<file path="src/rtl/supply_guard_pkg.sv">
package supply_guard_pkg;

    localparam int NUM_CH     = 5;
    localparam int CH_PAD_WRN = 0;
    localparam int CH_PAD_BO  = 1;
    localparam int CH_CLIP    = 2;
    localparam int CH_DROP    = 3;
    localparam int CH_CORE_BO = 4;

    typedef enum logic [1:0] {
        BL_RUN    = 2'd0,
        BL_FREEZE = 2'd1,
        BL_SETTLE = 2'd2
    } blank_state_t;

    typedef enum logic [1:0] {
        RS_ASSERT  = 2'd0,
        RS_HOLD    = 2'd1,
        RS_RELEASE = 2'd2
    } rst_state_t;

endpackage

</file>
<file path="src/rtl/sg_sync_filter.sv">
module sg_sync_filter #(
    parameter int SYNC_STAGES = 2,
    parameter int FILT_LEN    = 4
) (
    input  logic clk,
    input  logic rst_n,
    input  logic raw,
    output logic flag,
    output logic rise
);
    localparam int CW = $clog2(FILT_LEN + 1);

    logic [SYNC_STAGES-1:0] sync_q;
    logic [CW-1:0]          run_cnt;
    logic                   flag_q;
    logic                   flag_d;
    logic                   differs;

    assign differs = sync_q[SYNC_STAGES-1] != flag_q;

    always_ff @(posedge clk or negedge rst_n) begin
        if (!rst_n) begin
            sync_q <= '0;
        end else begin
            sync_q <= {sync_q[SYNC_STAGES-2:0], raw};
        end
    end

    always_ff @(posedge clk or negedge rst_n) begin
        if (!rst_n) begin
            run_cnt <= '0;
            flag_q  <= 1'b0;
            flag_d  <= 1'b0;
        end else begin
            flag_d <= flag_q;
            if (!differs) begin
                run_cnt <= '0;
            end else if (run_cnt == CW'(FILT_LEN - 1)) begin
                run_cnt <= '0;
                flag_q  <= sync_q[SYNC_STAGES-1];
            end else begin
                run_cnt <= run_cnt + 1'b1;
            end
        end
    end

    assign flag = flag_q;
    assign rise = flag_q & ~flag_d;

endmodule

</file>
<file path="src/rtl/sg_blank_fsm.sv">
module sg_blank_fsm
    import supply_guard_pkg::*;
#(
    parameter int LEN_W     = 8,
    parameter int BLANK_DEF = 8
) (
    input  logic             clk,
    input  logic             rst_n,
    input  logic             drop_rise,
    input  logic             drop_flag,
    input  logic             core_bo_flag,
    input  logic [LEN_W-1:0] blank_len,
    output logic             mclk_en,
    output logic             pclk_en,
    output logic             core_ok
);
    blank_state_t     state_q, state_n;
    logic [LEN_W-1:0] cnt_q, cnt_n;
    logic [LEN_W-1:0] load_len;
    logic             run_n;
    logic             mclk_en_q, pclk_en_q;

    assign load_len = (blank_len == '0) ? LEN_W'(BLANK_DEF) : blank_len;

    always_ff @(posedge clk or negedge rst_n) begin
        if (!rst_n) begin
            state_q <= BL_RUN;
            cnt_q   <= '0;
        end else begin
            state_q <= state_n;
            cnt_q   <= cnt_n;
        end
    end

    always_comb begin
        state_n = state_q;
        cnt_n   = cnt_q;
        run_n   = 1'b1;
        unique case (state_q)
            BL_RUN: begin
                if (drop_rise) begin
                    state_n = BL_FREEZE;
                    cnt_n   = load_len;
                end
            end
            BL_FREEZE: begin
                run_n = 1'b0;
                if (cnt_q <= LEN_W'(1)) begin
                    state_n = drop_flag ? BL_SETTLE : BL_RUN;
                    cnt_n   = '0;
                end else begin
                    cnt_n = cnt_q - 1'b1;
                end
            end
            BL_SETTLE: begin
                if (!drop_flag) begin
                    state_n = BL_RUN;
                end
            end
            default: begin
                state_n = BL_RUN;
            end
        endcase
    end

    always_ff @(negedge clk or negedge rst_n) begin
        if (!rst_n) begin
            mclk_en_q <= 1'b1;
            pclk_en_q <= 1'b1;
        end else begin
            mclk_en_q <= run_n;
            pclk_en_q <= run_n;
        end
    end

    assign mclk_en = mclk_en_q;
    assign pclk_en = pclk_en_q;
    assign core_ok = rst_n & (state_q == BL_RUN) & ~core_bo_flag;

endmodule

</file>
<file path="src/rtl/sg_reset_fsm.sv">
module sg_reset_fsm
    import supply_guard_pkg::*;
#(
    parameter int HOLD_CYC = 16
) (
    input  logic clk,
    input  logic rst_n,
    input  logic bo_any,
    output logic rst_req
);
    localparam int HW = $clog2(HOLD_CYC + 1);

    rst_state_t    state_q, state_n;
    logic [HW-1:0] hold_q, hold_n;

    always_ff @(posedge clk or negedge rst_n) begin
        if (!rst_n) begin
            state_q <= RS_ASSERT;
            hold_q  <= '0;
        end else begin
            state_q <= state_n;
            hold_q  <= hold_n;
        end
    end

    always_comb begin
        state_n = state_q;
        hold_n  = hold_q;
        unique case (state_q)
            RS_ASSERT: begin
                hold_n = '0;
                if (!bo_any) begin
                    state_n = RS_HOLD;
                end
            end
            RS_HOLD: begin
                if (bo_any) begin
                    state_n = RS_ASSERT;
                    hold_n  = '0;
                end else if (hold_q == HW'(HOLD_CYC - 1)) begin
                    state_n = RS_RELEASE;
                    hold_n  = '0;
                end else begin
                    hold_n = hold_q + 1'b1;
                end
            end
            RS_RELEASE: begin
                if (bo_any) begin
                    state_n = RS_ASSERT;
                end
            end
            default: begin
                state_n = RS_ASSERT;
            end
        endcase
    end

    assign rst_req = (state_q != RS_RELEASE);

endmodule

</file>
<file path="src/rtl/supply_guard.sv">
module supply_guard
    import supply_guard_pkg::*;
#(
    parameter int SYNC_STAGES = 2,
    parameter int FILT_LEN    = 4,
    parameter int LEN_W       = 8,
    parameter int BLANK_DEF   = 8,
    parameter int HOLD_CYC    = 16
) (
    input  logic             clk,
    input  logic             rst_n,
    input  logic             pad_warn_raw,
    input  logic             pad_bo_raw,
    input  logic             core_clip_raw,
    input  logic             core_drop_raw,
    input  logic             core_bo_raw,
    input  logic [LEN_W-1:0] blank_len,
    output logic             pad_warn_irq,
    output logic             core_clip_irq,
    output logic             core_drop_irq,
    output logic             brownout_rst,
    output logic             mclk_en,
    output logic             pclk_en,
    output logic             core_ok
);
    logic [NUM_CH-1:0] raw_vec;
    logic [NUM_CH-1:0] flt;
    logic [NUM_CH-1:0] flt_rise;
    logic [2:0]        irq_q;
    logic              bo_any;

    assign raw_vec[CH_PAD_WRN] = pad_warn_raw;
    assign raw_vec[CH_PAD_BO]  = pad_bo_raw;
    assign raw_vec[CH_CLIP]    = core_clip_raw;
    assign raw_vec[CH_DROP]    = core_drop_raw;
    assign raw_vec[CH_CORE_BO] = core_bo_raw;

    for (genvar ch = 0; ch < NUM_CH; ch++) begin : g_chan
        sg_sync_filter #(
            .SYNC_STAGES(SYNC_STAGES),
            .FILT_LEN   (FILT_LEN)
        ) u_filt (
            .clk  (clk),
            .rst_n(rst_n),
            .raw  (raw_vec[ch]),
            .flag (flt[ch]),
            .rise (flt_rise[ch])
        );
    end

    always_ff @(posedge clk or negedge rst_n) begin
        if (!rst_n) begin
            irq_q <= '0;
        end else begin
            irq_q <= {flt_rise[CH_DROP], flt_rise[CH_CLIP], flt_rise[CH_PAD_WRN]};
        end
    end

    assign pad_warn_irq  = irq_q[0];
    assign core_clip_irq = irq_q[1];
    assign core_drop_irq = irq_q[2];

    assign bo_any = flt[CH_PAD_BO] | flt[CH_CORE_BO];

    sg_blank_fsm #(
        .LEN_W    (LEN_W),
        .BLANK_DEF(BLANK_DEF)
    ) u_blank (
        .clk         (clk),
        .rst_n       (rst_n),
        .drop_rise   (flt_rise[CH_DROP]),
        .drop_flag   (flt[CH_DROP]),
        .core_bo_flag(flt[CH_CORE_BO]),
        .blank_len   (blank_len),
        .mclk_en     (mclk_en),
        .pclk_en     (pclk_en),
        .core_ok     (core_ok)
    );

    sg_reset_fsm #(
        .HOLD_CYC(HOLD_CYC)
    ) u_rst (
        .clk    (clk),
        .rst_n  (rst_n),
        .bo_any (bo_any),
        .rst_req(brownout_rst)
    );

endmodule

</file>
<file path="config.mk">
export PLATFORM = sky130hd
export DESIGN_NAME = supply_guard
export DESIGN_NICKNAME = d
export VERILOG_FILES = /design/src/rtl/supply_guard_pkg.sv /design/src/rtl/sg_sync_filter.sv /design/src/rtl/sg_blank_fsm.sv /design/src/rtl/sg_reset_fsm.sv /design/src/rtl/supply_guard.sv
export SDC_FILE = /design/constraint.sdc
export NUM_CORES = 1
export LEC_CHECK = 0
export ABC_CLOCK_PERIOD_IN_PS = 1900
export BUFFER_PORTS_ARGS = -buffer_cell sky130_fd_sc_hd__buf_2
export CAP_MARGIN = 20
export CORE_ASPECT_RATIO = 0.9
export CORE_MARGIN = 8
export CORE_UTILIZATION = 54
export CTS_BUF_LIST = sky130_fd_sc_hd__clkbuf_8
export CTS_CLUSTER_SIZE = 24
export DETAILED_ROUTE_END_ITERATION = 12
export PLACE_DENSITY = 0.82
export SETUP_SLACK_MARGIN = 0.02
export SLEW_MARGIN = 10
export SYNTH_ARGS = -nofsm -noshare
export SYNTH_HDL_FRONTEND = slang
export SYNTH_SLANG_ARGS = --single-unit
export TNS_END_PERCENT = 100
</file>
<file path="constraint.sdc">
create_clock -name clk -period 1.9 [get_ports clk]
set_input_delay 0.095 -clock clk [delete_from_list [all_inputs] [get_ports clk]]
set_output_delay 0.095 -clock clk [all_outputs]
set_load 0.02 [all_outputs]
</file>
* Yosys cells after proc, flatten, opt, wreduce, memory -nomap -nowiden
Cells that the tools add are included.
** Storage, ports and cells
- Flip-flop bits (word level) :: 54
- Bits of input ports :: 15
- Output and inout port bits :: 7
- Logic and storage cells :: 105
** Operators by class
- Add/subtract/negate cells :: 7
- Order comparisons :: 1
- Eq/ne operators :: 22
- Mux-type cells :: 28
- Bitwise operators :: 10
- Reductions and logical operators :: 13
** Operators with widths (number)
- $mux W3 :: 10
- $mux W8 :: 3
- $mux W2 :: 8
- $pmux W8 S2 :: 1
- $add A3 B1 Y3 const B :: 5
- $eq A3 B2 Y1 const B :: 5
- $pmux W2 S3 :: 2
- $reduce_and A2 Y1 :: 6
- $mux W5 :: 2
- $pmux W5 S2 :: 1
- $le A8 B1 Y1 const B :: 1
- $logic_not A8 Y1 :: 1
- $ne A2 B2 Y1 const B :: 4
- $sub A8 B1 Y8 const B :: 1
- $reduce_and A3 Y1 :: 2
- $add A5 B1 Y5 const B :: 1
- $and A1 B1 Y1 :: 5
- $eq A5 B4 Y1 const B :: 1
- $ne A1 B1 Y1 :: 5
- $eq A2 B1 Y1 const B :: 2
- $eq A2 B2 Y1 const B :: 2
- $logic_not A2 Y1 :: 2
- $ne A2 B1 Y1 const B :: 2
- $not A1 Y1 :: 4
- 4 further kinds :: 5

* Depth between registers and ports, before layout
Gate-level depths: netlist of the first run.
- Word-level depth :: 4
- Gate-level depth with buffers :: 6
- Mapped depth without buffers :: 6

* By module
A second synthesis of the first run with hierarchy kept.
** Unflattened totals
- Cell total of the unflattened synthesis :: 188
- Area total of the unflattened synthesis :: 2397.3 sq um
** By module, submodules not included
- sg_sync_filter :: instances 5, cells an instance 15, area each 252.7 sq um, seq. area each 175.2 sq um
- sg_blank_fsm :: instances 1, cells an instance 77, area each 704.4 sq um, seq. area each 276.5 sq um
- sg_reset_fsm :: instances 1, cells an instance 32, area each 347.8 sq um, seq. area each 175.2 sq um
- supply_guard :: instances 1, cells an instance 4, area each 81.3 sq um, seq. area each 75.1 sq um

==> results of run 1 <==
tightest hold or removal path, cell delays in order:
cell and delay, ps:
buf_2 90, a2bb2oi_1 50, o2bb2ai_1 130
stage by stage:
| stage | std cells | util (%) | hold slack, ps | setup WS [ps] | total power [W] |
|---|---|---|---|---|---|
| 2_1_floorplan | 180 | - | -201 | 26.4 | 0.00290 |
| 3_3_place_gp | 257 | 61.2 | -23.9 | 119 | 0.00338 |
| 3_5_place_dp | 257 | 61.2 | -25.4 | 55.7 | 0.00347 |
| 4_1_cts | 271 | 65.1 | 86.7 | -168 | 0.00413 |
| 5_1_grt | 272 | 65.6 | 106 | -195 | 0.00445 |
| 6_report | 272 | 65.6 | 89.7 | -160 | 0.00416 |
registers in the layout, indices dropped and copies added, names as in the netlist:
signal / count
u_blank.state_q: 2
g_chan.u_filt.flag: 5
g_chan.u_filt.run_cnt: 15
irq_q: 3
u_rst.state_q: 2
g_chan.u_filt.flag_d: 3
u_blank.mclk_en: 1
u_rst.hold_q: 5
g_chan.u_filt.sync_q: 10
u_blank.cnt_q: 8
cells in the final DEF, fill, tap and decap left out, types with 2 or more instances in the layout:
cell type / instances
inv_1: 7
o41a_1: 2
o221ai_1: 2
nand2_1: 10
o21ai_0: 16
buf_6: 3
a21oi_1: 5
dlygate4sd3_1: 6
ha_1: 8
o21bai_1: 2
buf_4: 11
nor4b_1: 2
clkbuf_8: 6
dfrtp_1: 53
buf_2: 20
nor3_1: 10
nor2_1: 4
nand3_1: 2
nor4_1: 2
nand2b_1: 2
xnor2_1: 5
nor2b_1: 13
nor3b_1: 8
a2bb2oi_1: 3
mux2_2: 5
path summary, 6_finish.rpt:
| path | startpoint | endpoint | cells after the start |
|---|---|---|---|
| setup reg to reg | u_blank.cnt_q[6] | u_blank.cnt_q[4] | 5 |
| hold / removal | blank_len[5] | u_blank.cnt_q[5] | 3 |
| setup / recovery | u_blank.mclk_en | pclk_en | 1 |
| min in group asynchronous | rst_n | u_rst.hold_q[3] | 2 |
| hold reg to reg | g_chan[4].u_filt.sync_q[0] | g_chan[4].u_filt.sync_q[1] | 0 |
| max in group asynchronous | rst_n | u_blank.mclk_en | 2 |
layer usage:
metal | global-route usage, % | wire (um) | up-vias
li1 | - | - | 735
met1 | 13.9 | 1710 | 715
met2 | 20.8 | 1930 | 38
met3 | 4.01 | 219 | 12
met4 | 7.93 | 90 | 0
met5 | 0 | 0 | -
what timing repair did:
item	in CTS	in global routing
setup endpoints to repair	2	7
gates resized for setup	2	4
hold endpoints to repair	13	0
pin swaps	0	1
hold buffers	6	0
gates cloned	0	1
cell families (layout without fill, tap and decap cells):
kind of cell / count (synthesis) / in the layout
xor gates and xnor gates: 5 / 5
DFF: 54 / 54
and+or+nand+nor: 59 / 59
muxes: 5 / 5
buffers and inverters: 10 / 54
adders and majority gates: 8 / 8
AOI/OAI and AO/OA: 39 / 39
final cells by class:
type | instances | area share, %
multi-input combinational | 116 | 31.6
clock inverter | 3 | 0.475
clock buffer | 6 | 3.13
inverter | 5 | 0.712
sequential | 54 | 51.3
timing repair buffer | 40 | 10.5
tap | 48 | 2.28
power groups by stage:
stage | logic [W] | clock network [W] | registers (W)
floorplan | 0.00107 | 0.00000659 | 0.00183
global placement | 0.00159 | 0.00000659 | 0.00178
detailed placement | 0.00165 | 0.00000659 | 0.00181
CTS | 0.00168 | 0.000662 | 0.00178
global route | 0.00193 | 0.000703 | 0.00182
finish | 0.00173 | 0.000643 | 0.00179
==> results.yml, run 1 <==
pwr:
  p_clk_share_pct: 15.4
  p_sw_w: 0.00151
  pwr-share-comb_pct: 41.6
  internal-power_w: 0.00265
  power_density_mw_per_mm2: 1580
  p_leak_nw: 1.21
  p_sw_share_pct: 36.4
  ir_drop_uv: 937
  p_seq_share_pct: 42.9
logic_synthesis:
  synth_xor_area_share_pct: 1.98
  synthFlopType: "dfrtp_1"
  muxShareOfSynthArea_pct: 2.54
  syn_area_mm2: 0.00222
  synth_fa_ha_area_share_pct: 4.51
  ys_async_sr_fraction_pct: 100
  yosys-top-cells-count: "53 x dfrtp_1, 16 x o21ai_0, 14 x nor2b_1"
  synth-seq-area-share_pct: 61.0
  synth_area_leader_cell: "dfrtp_1"
  ys_warn_count: 0
  synth.top_cell.area_share_pct: 59.8
  synth_edf_count: 0
  synth_seq_cells: 54
  synth_area_leaders: "dfrtp_1 60%, ha_1 4.5%, nor2b_1 4.0%"
  synth_fp_nets: 203
  yosysUniqueCellTypes: 36
  synth_top_family_by_area: "simple AND/OR/NAND/NOR gates"
  syn_inst: 180
  syn_area_per_cell_um2: 12.3
  yosysMostFrequentCell: "dfrtp_1"
  yosys.area_share.simple_pct: 15.4
  synth_compound_area_share_pct: 12.7
finish:
  multi_input_area_um2: 833
  nNetsFinal: 246
  n_antenna_cell: 0
  design_area_mm2: 0.00264
  area_growth_pct: 18.9
  fillers: 307
  seqCellArea_mm2: 0.00135
  drive_gt1_share_pct: 23.2
clocking:
  cts_tree: "done"
  cts_made_buffers: 5
  clock_sinks: 54
  clk_path_buf_depth: 2
  cts-root-buf: "clkbuf_8"
  clk_latency_ps: 360
  cts.clk_slew.worst_paths_ps: 90
  post-cts-setup-buffers: 0
  htreeDepth: 2
placement:
  placed_area_mm2: 0.00246
  dp_hpwl_um: 2910
  port_buffers: 21
  gp_congestion: 0.899
worst_setup_path:
  cp-end-kind: "output pin"
  reg2reg_slack_ps: 120
  path_cells: "buf_6"
  critical-path-top-delay-family: "flip-flops"
  cp-start-kind: "flop"
  critical-path-slowest-cell: "dfstp_2"
  worst-path-buf-inv: 1
  arrival_ps: 1960
  path_max_fanout: 2
  path_class: "flop to output pin"
  cpPeakStageDelay_ps: 540
  cp.required_ps: 1800
die:
  initial_utilization_pct: 55.2
  die_height_um: 76.8
  die_area_mm2: 0.00642
  die_x_um: 83.5
  ioPinCount: 22
  row_count: 22
  core_mm2: 0.00402
routing:
  routedWlPerCell_um: 14.5
  routed_wl_um: 3950
  dr.pass1.iters: 4
  drt_iter0_markers: 147
  drtAntennaViolNets: 0
  viasPerCell: 5.51
  drc: 0
  routed-via-count: 1500
global_route:
  grt_pass1_vias: 1536
  antenna_found_initial: 0
  grt_pass1_wl_um: 6660
  grt_use_total_pct: 12.6
  overflow: 0
  grt_max_degree: 46
sta:
  rsz0062_at_grt: "true"
  finalWorstSetupSlack_ps: -160
  clock_skew_ps: 61.3
  fin_setup_tns_ps: -320
  setup_violations: 2
  slew_violations: 0
  maxSlewHeadroom_pct: 64.9
  hold_viol: 0
  worst_pin_slew_ps: 527
run_status:
  violations: "negative setup slack"
  status: "finished with violations"
worst_hold_path:
  hp-class: "input pin to flop"
flow_run:
  cap_violations: 0
No activity file was read; power rests on OpenSTA's default activity.
==> run 2, diff against run 1 <==
- CAP_MARGIN: 20 -> 40
- CORE_MARGIN: 8 -> 2
==> results.yml, run 2 (synthesis gave the netlist of run 1 again) <==
die:
  core_mm2: 0.00402
  row_count: 22
  die_area_mm2: 0.00464
  die_height_um: 64.8
  die_x_um: 71.5
  ioPinCount: 22
  initial_utilization_pct: 55.2
clocking:
  cts_made_buffers: 5
  clk_latency_ps: 360
  cts-root-buf: "clkbuf_8"
  clk_path_buf_depth: 2
  cts_tree: "done"
  clock_sinks: 54
  htreeDepth: 2
  cts.clk_slew.worst_paths_ps: 90
routing:
  routed-via-count: 1503
  dr.pass1.iters: 4
  drt_iter0_markers: 102
  routedWlPerCell_um: 14.0
  drtAntennaViolNets: 0
  drc: 0
  viasPerCell: 5.47
  routed_wl_um: 3850
sta:
  maxSlewHeadroom_pct: 73.6
  setup_violations: 2
  rsz0062_at_grt: "true"
  finalWorstSetupSlack_ps: -156
  clock_skew_ps: 57.2
  slew_violations: 0
  worst_pin_slew_ps: 392
  fin_setup_tns_ps: -312
  hold_viol: 0
finish:
  stdcell_count: 275
  top_regs: "g_chan.u_filt.run_cnt (15), g_chan.u_filt.sync_q (10), u_blank.cnt_q (8)"
  n_antenna_cell: 0
  nNetsFinal: 249
  top_register: "g_chan.u_filt.run_cnt"
  largest_reg_flops: 15
  final_util_pct: 66.1
  area_growth_pct: 19.9
  design_area_mm2: 0.00266
  final_cell_mix: "53 x dfrtp_1, 20 x buf_2, 16 x o21ai_0, 14 x buf_4, 13 x nor2b_1"
  drive_gt1_share_pct: 24.7
  layout_commonest_cell: "dfrtp_1"
global_route:
  grt_pass1_vias: 1449
  grt_use_total_pct: 19.0
  antenna_found_initial: 0
  grt_pass1_wl_um: 6600
  overflow: 0
  grt_max_degree: 27
worst_setup_path:
  cpPeakStageDelay_ps: 540
  critical-path-slowest-cell: "dfstp_2"
  critical-path-top-delay-family: "flip-flops"
  cp.required_ps: 1800
  path_class: "flop to output pin"
  worst-path-buf-inv: 1
  arrival_ps: 1960
  path_cells: "buf_6"
  cp-start-kind: "flop"
  path_max_fanout: 2
  cp-end-kind: "output pin"
run_status:
  violations: "negative setup slack"
  status: "finished with violations"
placement:
  dp.cells: 258
  port_buffers: 21
  gp_congestion: 0.963
  dp_hpwl_um: 2760
  placed_area_mm2: 0.00247
pwr:
  ir_drop_uv: 981
  p_leak_nw: 1.22
  power_w: 0.00420
  power_density_mw_per_mm2: 1580
worst_hold_path:
  hp-class: "input pin to flop"
flow_run:
  cap_violations: 0
-- run 2: changes by cell type in the layout (fill, tap and decap cells not counted) --
cell and change:
clkinv_2 +1, clkinvlp_4 +1, buf_4 +3, clkinv_4 +1
clkinvlp_2 -1, clkbuf_8 -1, inv_1 -1
-- run 2: repair_timing --
action                                 4_1_cts  5_1_grt
pin swaps                                    0        1
setup buffers                                0        2
setup endpoints to repair                    2        6
endpoints found under the hold margin       58        0
gates cloned                                 0        1
resized for setup                            4        2
hold buffers                                 6        0
-- run 2: report_power, final --
group	internal, W	switching (W)
Combinational	0.000877	0.000899
Sequential	0.00152	0.000273
Clock	0.000262	0.000368
Total	0.00266	0.00154
-- run 2: worst paths after layout --
check | from | end | slack, ps | cells after the start
setup / recovery | u_blank.mclk_en | mclk_en | -160 | 1
hold / removal | blank_len[5] | u_blank.cnt_q[5] | 100 | 3
setup reg to reg | u_blank.cnt_q[6] | u_blank.cnt_q[2] | 110 | 5
hold reg to reg | g_chan[2].u_filt.sync_q[0] | g_chan[2].u_filt.sync_q[1] | 360 | 0
max in group asynchronous | rst_n | u_blank.mclk_en | 590 | 2
min in group asynchronous | rst_n | u_blank.cnt_q[3] | 150 | 2
-- run 2: layout make-up --
| cell class | count | area [um^2] |
|---|---|---|
| fill | 313 | 1360 |
| multi-input combinational | 116 | 833 |
| inverter | 5 | 18.8 |
| timing repair buffer | 43 | 299 |
| clock buffer | 5 | 68.8 |
| clock inverter | 4 | 25.0 |
| sequential | 54 | 1350 |
| tap | 48 | 60.1 |
-- run 2: worst min-delay path: stages --
cell and delay [ps]:
buf_2 90, a2bb2oi_1 50, o2bb2ai_1 130
-- run 2: layer usage --
layer	global-route usage, %	share of wire (%)	wire length (um)
met1	24.9	46	1760
met2	28.4	48	1850
met3	5.29	4.2	163
met4	11.1	2.2	86
met5	0	0	0
-- run 2: through the flow --
step	worst slack [ps]	hold slack (ps)
after floorplan	26.4	-201
after global placement	118	-41.0
after detailed placement	76.1	-39.0
after CTS	-172	83.4
after global routing	-192	91.7
final	-156	95.7
